`config.mk`:
```
export PLATFORM = sky130hd
export DESIGN_NAME = dual_countdown_timer
export DESIGN_NICKNAME = d
export VERILOG_FILES = /design/src/rtl/tmr_pkg.sv /design/src/rtl/tmr_tick_gen.sv /design/src/rtl/tmr_channel.sv /design/src/rtl/dual_countdown_timer.sv
export SDC_FILE = /design/constraint.sdc
export NUM_CORES = 1
export LEC_CHECK = 0
export BUFFER_PORTS_ARGS = -buffer_cell sky130_fd_sc_hd__buf_2
export CORE_ASPECT_RATIO = 1.75
export CORE_MARGIN = 5
export CORE_UTILIZATION = 50
export CTS_CLUSTER_DIAMETER = 120
export DETAILED_ROUTE_END_ITERATION = 7
export HOLD_SLACK_MARGIN = 0.03
export PLACE_DENSITY = 0.66
export RECOVER_POWER = 25
export SLEW_MARGIN = 20
export SYNTH_ARGS = -nofsm -noshare
export SYNTH_HDL_FRONTEND = slang
export SYNTH_HIERARCHICAL = 1
export SYNTH_SLANG_ARGS = --single-unit
```
`constraint.sdc`:
```
create_clock -name clk -period 7.16 [get_ports clk]
set_input_delay 0.358 -clock clk [delete_from_list [all_inputs] [get_ports clk]]
set_output_delay 0.358 -clock clk [all_outputs]
set_load 0.01 [all_outputs]
```
`src/rtl/tmr_pkg.sv`:
```
package tmr_pkg;
  // Bus map (byte addresses)
  localparam int IEN_ADDR  = 'h00;
  localparam int IST_ADDR  = 'h04;
  localparam int CH_BASE   = 'h10;
  localparam int CH_STRIDE = 'h20;
  localparam int OFS_CTRL  = 'h0;
  localparam int OFS_IVAL  = 'h4;
  localparam int OFS_CNT   = 'hC;

  // Control word bit positions
  localparam int CB_EN     = 0;
  localparam int CB_RELOAD = 1;
  localparam int CB_SEL_LO = 4;
  localparam int CB_ONE    = 7;

  typedef struct packed {
    logic       one;
    logic [2:0] sel;
    logic       reload;
    logic       en;
  } ctl_t;
endpackage

```
`src/rtl/tmr_tick_gen.sv`:
```
module tmr_tick_gen #(
  parameter int SEL_W = 3
) (
  input  logic             clk,
  input  logic             rst,
  input  logic             run,
  input  logic             restart,
  input  logic [SEL_W-1:0] sel,
  output logic             tick
);
  localparam int PC_W = (1 << SEL_W) - 1;

  logic [PC_W-1:0] pcnt;
  logic [PC_W-1:0] mask;

  always_comb begin
    for (int i = 0; i < PC_W; i++) mask[i] = (i < int'(sel));
  end

  assign tick = run && (pcnt == mask);

  always_ff @(posedge clk) begin
    if (rst || !run || restart || tick) pcnt <= '0;
    else                                pcnt <= pcnt + 1'b1;
  end
endmodule

```
`src/rtl/tmr_channel.sv`:
```
module tmr_channel #(
  parameter int CNT_W = 32,
  parameter int SEL_W = 3
) (
  input  logic             clk,
  input  logic             rst,
  input  logic             ctl_wr,
  input  logic             en_in,
  input  logic             reload_in,
  input  logic [SEL_W-1:0] sel_in,
  input  logic             one_in,
  input  logic             ival_wr,
  input  logic [CNT_W-1:0] ival_in,
  output logic             en,
  output logic             one,
  output logic [SEL_W-1:0] sel,
  output logic [CNT_W-1:0] ival,
  output logic [CNT_W-1:0] cnt,
  output logic             tick,
  output logic             expire
);
  tmr_tick_gen #(.SEL_W(SEL_W)) u_tick (
    .clk     (clk),
    .rst     (rst),
    .run     (en),
    .restart (ctl_wr && reload_in),
    .sel     (sel),
    .tick    (tick)
  );

  assign expire = tick && (cnt == '0);

  always_ff @(posedge clk) begin
    if (rst) begin
      en   <= 1'b0;
      one  <= 1'b0;
      sel  <= '0;
      ival <= '0;
      cnt  <= '0;
    end else begin
      if (tick) begin
        if (cnt == '0) begin
          if (one) en  <= 1'b0;
          else     cnt <= ival;
        end else begin
          cnt <= cnt - 1'b1;
        end
      end
      if (ctl_wr) begin
        en  <= en_in;
        one <= one_in;
        sel <= sel_in;
        if (reload_in) cnt <= ival;
      end
      if (ival_wr) ival <= ival_in;
    end
  end
endmodule

```
`src/rtl/dual_countdown_timer.sv`:
```
module dual_countdown_timer #(
  parameter int NUM_CH = 2,
  parameter int CNT_W  = 32,
  parameter int SEL_W  = 3,
  parameter int ADDR_W = 8,
  parameter int DATA_W = 32
) (
  input  logic              clk,
  input  logic              rst,
  input  logic [ADDR_W-1:0] reg_addr,
  input  logic              reg_we,
  input  logic [DATA_W-1:0] reg_wdata,
  output logic [DATA_W-1:0] reg_rdata,
  output logic              irq_out
);
  import tmr_pkg::*;

  function automatic logic [ADDR_W-1:0] ch_addr(int idx, int ofs);
    return ADDR_W'(CH_BASE + CH_STRIDE * idx + ofs);
  endfunction

  logic [NUM_CH-1:0]             ch_en, ch_one, ch_tick, ch_expire, ctl_wr, ival_wr;
  logic [NUM_CH-1:0][SEL_W-1:0]  ch_sel;
  logic [NUM_CH-1:0][CNT_W-1:0]  ch_ival, ch_cnt;
  logic [NUM_CH-1:0]             ien, ist, ist_clr;
  logic [DATA_W-1:0]             rd_mux, rdata_q;
  logic                          irq_q;

  for (genvar g = 0; g < NUM_CH; g++) begin : g_ch
    assign ctl_wr[g]  = reg_we && (reg_addr == ch_addr(g, OFS_CTRL));
    assign ival_wr[g] = reg_we && (reg_addr == ch_addr(g, OFS_IVAL));

    tmr_channel #(.CNT_W(CNT_W), .SEL_W(SEL_W)) u_ch (
      .clk       (clk),
      .rst       (rst),
      .ctl_wr    (ctl_wr[g]),
      .en_in     (reg_wdata[CB_EN]),
      .reload_in (reg_wdata[CB_RELOAD]),
      .sel_in    (reg_wdata[CB_SEL_LO +: SEL_W]),
      .one_in    (reg_wdata[CB_ONE]),
      .ival_wr   (ival_wr[g]),
      .ival_in   (reg_wdata[CNT_W-1:0]),
      .en        (ch_en[g]),
      .one       (ch_one[g]),
      .sel       (ch_sel[g]),
      .ival      (ch_ival[g]),
      .cnt       (ch_cnt[g]),
      .tick      (ch_tick[g]),
      .expire    (ch_expire[g])
    );
  end

  assign ist_clr = (reg_we && reg_addr == ADDR_W'(IST_ADDR)) ? reg_wdata[NUM_CH-1:0] : '0;

  always_comb begin
    rd_mux = '0;
    if (reg_addr == ADDR_W'(IEN_ADDR)) rd_mux = DATA_W'(ien);
    if (reg_addr == ADDR_W'(IST_ADDR)) rd_mux = DATA_W'(ist);
    for (int i = 0; i < NUM_CH; i++) begin
      if (reg_addr == ch_addr(i, OFS_CTRL))
        rd_mux = DATA_W'({ch_one[i], ch_sel[i], 3'b000, ch_en[i]});
      if (reg_addr == ch_addr(i, OFS_IVAL)) rd_mux = DATA_W'(ch_ival[i]);
      if (reg_addr == ch_addr(i, OFS_CNT))  rd_mux = DATA_W'(ch_cnt[i]);
    end
  end

  always_ff @(posedge clk) begin
    if (rst) begin
      ien     <= '0;
      ist     <= '0;
      rdata_q <= '0;
      irq_q   <= 1'b0;
    end else begin
      if (reg_we && reg_addr == ADDR_W'(IEN_ADDR)) ien <= reg_wdata[NUM_CH-1:0];
      ist     <= (ist & ~ist_clr) | ch_expire;
      rdata_q <= rd_mux;
      irq_q   <= |(ist & ien);
    end
  end

  assign reg_rdata = rdata_q;
  assign irq_out   = irq_q;
endmodule

```
-- Word level (Yosys, flattened, before mapping)
Index checks and enable logic that the tools add are counted.
- memories kept: 0
- bits in writable memories: 0
- input port bits: 43
- output and inout bits: 33
- latch bits: 0
- memory bits (read-only): 0
- register bits after elaboration: 189
- equal/unequal tests: 9
- multiplexer cells: 27
- multipliers: 0
- bitwise logic cells: 4
- shift operators: 0
- add/subtract/negate cells: 4
- $lt $le $gt $ge: 14
- reduce and logical (&&, ||, !) cells: 32
- divide/modulo/power cells: 0
- operators by type and width (cell ; number):
    $mux W32 ; 17
    $logic_not A32 Y1 ; 2
    $sub A32 B1 Y32 const B ; 2
    $eq A8 B5 Y1 const B ; 3
    $eq A8 B6 Y1 const B ; 3
    $lt A3 B3 Y1 const A ; 6
    $add A7 B1 Y7 const B ; 2
    $eq A7 B7 Y1 ; 2
    $logic_and A1 B1 Y1 ; 12
    $lt A1 B3 Y1 const A ; 4
    $lt A2 B3 Y1 const A ; 4
    $reduce_bool A2 Y1 ; 6
    $eq A8 B3 Y1 const B ; 1
    $logic_not A8 Y1 ; 1
    $mux W1 ; 8
    $logic_or A1 B1 Y1 ; 6
    $reduce_and A3 Y1 ; 2
    $and A2 B2 Y2 ; 2
    $mux W2 ; 2
    $logic_not A1 Y1 ; 2
    $not A2 Y2 ; 1
    $or A2 B2 Y2 ; 1
    $reduce_or A2 Y1 ; 1

-- Depth between registers and ports, before layout
- depth in word-level cells: 9
- gate-level depth with buffers: 13
- depth with buffers taken out: 10

-- By module
The synthesis kept the hierarchy.
- modules (own cells, without submodules) (module ; cells an instance ; instances ; area each (µm²)):
    tmr_channel at g_ch[1].u_ch ; 506 ; 1 ; 4160.2
    tmr_channel at g_ch[0].u_ch ; 479 ; 1 ; 3900.0
    dual_countdown_timer ; 248 ; 1 ; 2212.1
    tmr_tick_gen ; 56 ; 2 ; 491.7

-- Least setup slack after synthesis
OpenSTA, ideal clock, no wires.
- path kind: flip-flop to flip-flop
- start: register g_ch[0].u_ch.sel[1]
- end: register g_ch[0].u_ch.cnt[16]
- path buffers: 4
- setup slack: 4.522 ns
- clock period less this slack: 2.638 ns
- setup time: 0.122 ns
- stages on the path, launching flop included: 12
- arrival time: 2.516 ns
- required time: 7.038 ns
- cell sequence: dfxtp_1 > buf_6 > or3_1 > o31a_1 > a22oi_4 > and2_1 > clkbuf_1 > clkbuf_1 > clkbuf_1 > nand4_1 > a32oi_1 > o21ai_1
- cells in the longest elaborated chain, start to end: 6
- RTL lines (element ; line ; text):
    start: declaration ; tmr_channel.sv:16 ; output logic [SEL_W-1:0] sel,
    start signal: assignment ; tmr_channel.sv:52 ; sel <= sel_in;
    $lt A1 B3 Y1 (tied with other cells) ; tmr_tick_gen.sv:17 ; for (int i = 0; i < PC_W; i++) mask[i] = (i < int'(sel));
    $eq A7 B7 Y1 * ; tmr_tick_gen.sv:20 ; assign tick = run && (pcnt == mask);
    $logic_and A1 B1 Y1 * ; tmr_tick_gen.sv:20 ;
    net ch_tick[0] ; dual_countdown_timer.sv:22 ; logic [NUM_CH-1:0] ch_en, ch_one, ch_tick, ch_expire, ctl_wr, ival_wr;
    $mux W32 * ; tmr_channel.sv:41 ; if (tick) begin
    $mux W32 ; tmr_channel.sv:53 ; if (reload_in) cnt <= ival;
    $mux W32 * ; tmr_channel.sv:49 ; if (ctl_wr) begin
    end signal: assignment ; tmr_channel.sv:44 ; else cnt <= ival;
    end signal: assignment ; tmr_channel.sv:46 ; cnt <= cnt - 1'b1;
    end signal: assignment ; tmr_channel.sv:53 ;
    end: declaration ; tmr_channel.sv:18 ; output logic [CNT_W-1:0] cnt,
Mark *: on every way through the listed nets, which the timed path passes. The rest lies on a longest branch.
A chain may end at the register's enable or synchronous reset.

-- Final worst setup path
- start: input port reg_addr[3]
- end: register rdata_q[4] (netlist: reg_rdata[4])
- cells in the longest elaborated chain, start to end: 7
- RTL lines (element ; line ; text):
    start: declaration ; dual_countdown_timer.sv:10 ; input logic [ADDR_W-1:0] reg_addr,
    $eq A8 B5 Y1 ; dual_countdown_timer.sv:60 ; if (reg_addr == ch_addr(i, OFS_CTRL))
    $mux W32 ; dual_countdown_timer.sv:60 ;
    $mux W32 ; dual_countdown_timer.sv:62 ; if (reg_addr == ch_addr(i, OFS_IVAL)) rd_mux = DATA_W'(ch_ival[i]);
    $mux W32 ; dual_countdown_timer.sv:63 ; if (reg_addr == ch_addr(i, OFS_CNT)) rd_mux = DATA_W'(ch_cnt[i]);
    $mux W32 ; dual_countdown_timer.sv:60 ;
    $mux W32 ; dual_countdown_timer.sv:62 ;
    $mux W32 * ; dual_countdown_timer.sv:63 ;
    end signal: assignment ; dual_countdown_timer.sv:76 ; rdata_q <= rd_mux;
    end: declaration ; dual_countdown_timer.sv:26 ; logic [DATA_W-1:0] rd_mux, rdata_q;
Mark *: on every way between the ends. The rest lies on a longest branch, timed or not.

==> results.toml <==
[run_status]
outcome = "finished with violations"
violations = "max-capacitance violations, max-slew violations"

[timing]
tightest_slew_ns = 3.96
clock_skew_ns = 0.0138
tns_ns = 0
grt_setup_unrepaired = "no"
clock.fmax_mhz = 205
final_hold_viol_count = 0
layout_min_cycle_time_ns = 4.88
period_utilization = 0.682
slew_headroom = -1.64
setup_viol_count_final = 0
finalMaxSlewViolations = 101

[pwr]
power_density_mw_per_mm2 = 177
leakage_nw = 4.29
ir_drop_mv = 0.151

[finish]
layout.cells.most_common = "dfxtp_1"
design_area_mm2 = 0.0122
drive_above_1_share = 0.0919
finish.net_count = 1396
most-common-layout-cells = "dfxtp_1, nor2_1, mux2i_1"
fillerInstances = 2195
insertedDiodeCount = 0
area_growth_pct = 8.40

[worst_setup_path]
critical_path_arrival_ns = 5.26
max_stage_delay_ns = 2.81
endpoint_kind = "flop"
r2r-end = "g_ch[0].u_ch/cnt[29]"
path_cells = "clkbuf_1 > clkbuf_1 > o21ai_0 > a211oi_1 > o221a_1"
rr_startpoint = "g_ch[0].u_ch/sel[2]"
r2r.worst_path.cells = 11
crit_path_start_kind = "input port"
worstPathMaxFanout = 52
worst_reg_to_reg_setup_slack_ns = 3.51
critPathKind = "in2reg"
cp.required_ns = 7.54
critical_path.most_common_cell = "clkbuf_1"
cp_max_delay_cell = "clkbuf_1"

[synth]
ys_types = 81
mean_instance_size_in_the_synthesized_netlist_um2 = 8.37
synth-compound-area-share = 0.187
synth_top_family_by_area = "simple AND/OR/NAND/NOR gates"
synthesis.nets = 1394
seq_area_frac_synth = 0.336
synth.area.mux_share = 0.140
synthSimpleGateAreaFrac = 0.254
ys_ff_latch = 189
syn-cell-area_mm2 = 0.0113
yosys_most_used_dff = "dfxtp_1"
yosysWarnings = 6
synth-async-reset-ratio = 0
postSynthCellCount = 1345
synth-edff-count = 0
synth_xor_xnor_area_share = 0.0226
synthAdderAreaFrac = 0.00667

[place]
placement.cell_area_mm2 = 0.0117
gp_congestion = 0.958
io_buffer_count = 75
estimated_wirelength_of_the_detail_placed_design_um = 25900

[global_routing]
grt_max_degree = 69
global_route_usage_over_all_layers = 0.281
globalRoute.totalOverflow = 0
grt_pass1_vias = 10300
wire_length_of_the_first_global_routing_pass_um = 56800
antenna_found_initial = 0

[floorplanning]
i_o_pins = 76
std_cell_rows = 72
initial_utilization = 0.508
fp.coreArea_mm2 = 0.0222
die_area_mm2 = 0.0257
dieHeight_um = 208
chipWidth_um = 123

[cts]
max-clock-path-buffers = 2
path_clk_slew_ns = 0.07
post_cts_resize_count = 0
postCtsSetupBuffers = 0
cts.htree.levels = 4
cts.sinks = 189
total_clock_buffers_created_by_cts = 17
clk-insertion-delay-late_ns = 0.45
cts_tree = "yes"
cts_hold_buf = 0
ctsRootBufferMaster = "clkbuf_16"

[worst_hold_path]
whs_endpoint = "g_ch[1].u_ch/ival[19]"
worst_hold_path_type = "in2reg"
min_delay_path_depth = 3
hold_path_startpoint = "reg_wdata[19]"

[route]
detailedRoute.firstIterationViolations = 975
route.detailed.vias_per_inst = 6.46
routed_wirelength_um = 36400
route.vias.total = 10700
detail_route.first_pass.iterations = 6
drc_violations_left = 0
avgRoutedWirePerCell_um = 22.0
final_antenna_net_count = 0

[job]
max_cap_viol_count = 2
[cells in the mapped netlist, types with 4 or more instances]
cell       number  share of area
o22ai_1        33          0.018
a22oi_1         4         0.0027
nand2b_1       21          0.012
a211oi_1       31          0.021
o41ai_1         4         0.0031
o21ai_1        10         0.0044
o2111ai_1       6         0.0047
or4_1           5         0.0033
a22o_1          5         0.0039
xor2_1         16          0.012
o32ai_1         5         0.0039
or3_1          14         0.0078
nor4_2          8         0.0089
nor2b_1         5         0.0028
mux2i_1       155           0.14
xnor2_1        13          0.010
nor4b_1         6         0.0047
nor3_1         49          0.022
buf_2          21         0.0093
o211ai_1       19          0.013
o31a_1          4         0.0031
a21oi_1        34          0.015
ha_1            6         0.0067
dfxtp_1       189           0.34
and2_1         36          0.020
inv_1          26         0.0087
and3_1         18          0.010
a311oi_1       13          0.010
nand3_1        31          0.014
o21ai_0        58          0.026
clkbuf_1       61          0.020
a31oi_1        21          0.012
o221a_1         5         0.0050
o31ai_1         8         0.0053
buf_6           8         0.0080
nor4_1         40          0.022
buf_1          15         0.0050
nand4b_1       10         0.0078
nand2_1        76          0.025
or4_4           4         0.0040
nor3b_1         5         0.0033
nor2_1        162          0.054
nand4_1        21          0.012
[area by class of cell]
| cell class | instances | area (µm²) | share of cell area |
|---|---|---|---|
| Clock buffer | 17 | 425 | 0.0349 |
| Clock inverter | 15 | 179 | 0.0147 |
| Inverter | 26 | 97.6 | 0.00800 |
| Multi-Input combinational cell | 1022 | 6900 | 0.565 |
| Sequential cell | 189 | 3780 | 0.310 |
| Tap cell | 296 | 370 | 0.0304 |
| Timing Repair Buffer | 91 | 447 | 0.0366 |
[power breakdown]
| part | internal (mW) | switching, mW |
|---|---|---|
| Combinational | 0.0377 | 0.0797 |
| Sequential | 1.05 | 0.00169 |
| Clock | 0.529 | 0.461 |
[through the flow]
step                setup slack (ns)  total power [mW]   util  hold slack (ns)  instances
floorplan                       4.52              1.15      -            0.446       1345
global route                    2.21              2.22  0.551            0.187       1656
global placement                3.20              1.19  0.526            0.483       1624
finish                          2.28              2.16  0.551            0.199       1656
detailed placement              3.09              1.19  0.526            0.485       1624
CTS                             3.52              2.17  0.553            0.185       1656
[worst max-delay path: cells and delay by family]
family	cells	cell delay, ns
compound gates	3	1.23
buf+inv	2	3.63
[sequential cells by signal, indices dropped and copies added, names as in the netlist]
name                   cells
g_ch.u_ch/cnt             64
g_ch.u_ch/ival            64
reg_rdata                 32
g_ch.u_ch/u_tick/pcnt     14
g_ch.u_ch/sel              6
g_ch.u_ch/en               2
g_ch.u_ch/one              2
ien                        2
ist                        2
irq_out                    1
[cell families (layout without fill, tap and decap cells)]
family          after synthesis  in the layout
xor+xnor                     29             29
mux                         157            157
buf+inv                     134            149
simple gates                532            532
flops                       189            189
fa+ha+maj                     6              6
compound gates              298            298
[how the worst max path moves through the flow]
stage	end	start	slack [ns]
finish	reg_rdata[4]	reg_addr[3]	2.28
global route	reg_rdata[5]	reg_addr[3]	2.21
CTS	g_ch[0].u_ch/cnt[18]	reg_addr[7]	3.52
detailed placement	g_ch[0].u_ch/cnt[18]	reg_addr[7]	3.09
global placement	g_ch[0].u_ch/cnt[18]	reg_addr[7]	3.20
floorplan	g_ch[0].u_ch/cnt[16]	g_ch[0].u_ch/sel[1]	4.52
[routing by layer]
layer | vias to the layer above | share of wire | track usage
met5 | - | 0 | 0
met2 | 436 | 0.51 | 0.477
li1 | 5010 | - | -
met4 | 0 | 0.042 | 0.137
met3 | 87 | 0.050 | 0.0399
met1 | 5166 | 0.40 | 0.340
Power figures use the tool's default switching activity.
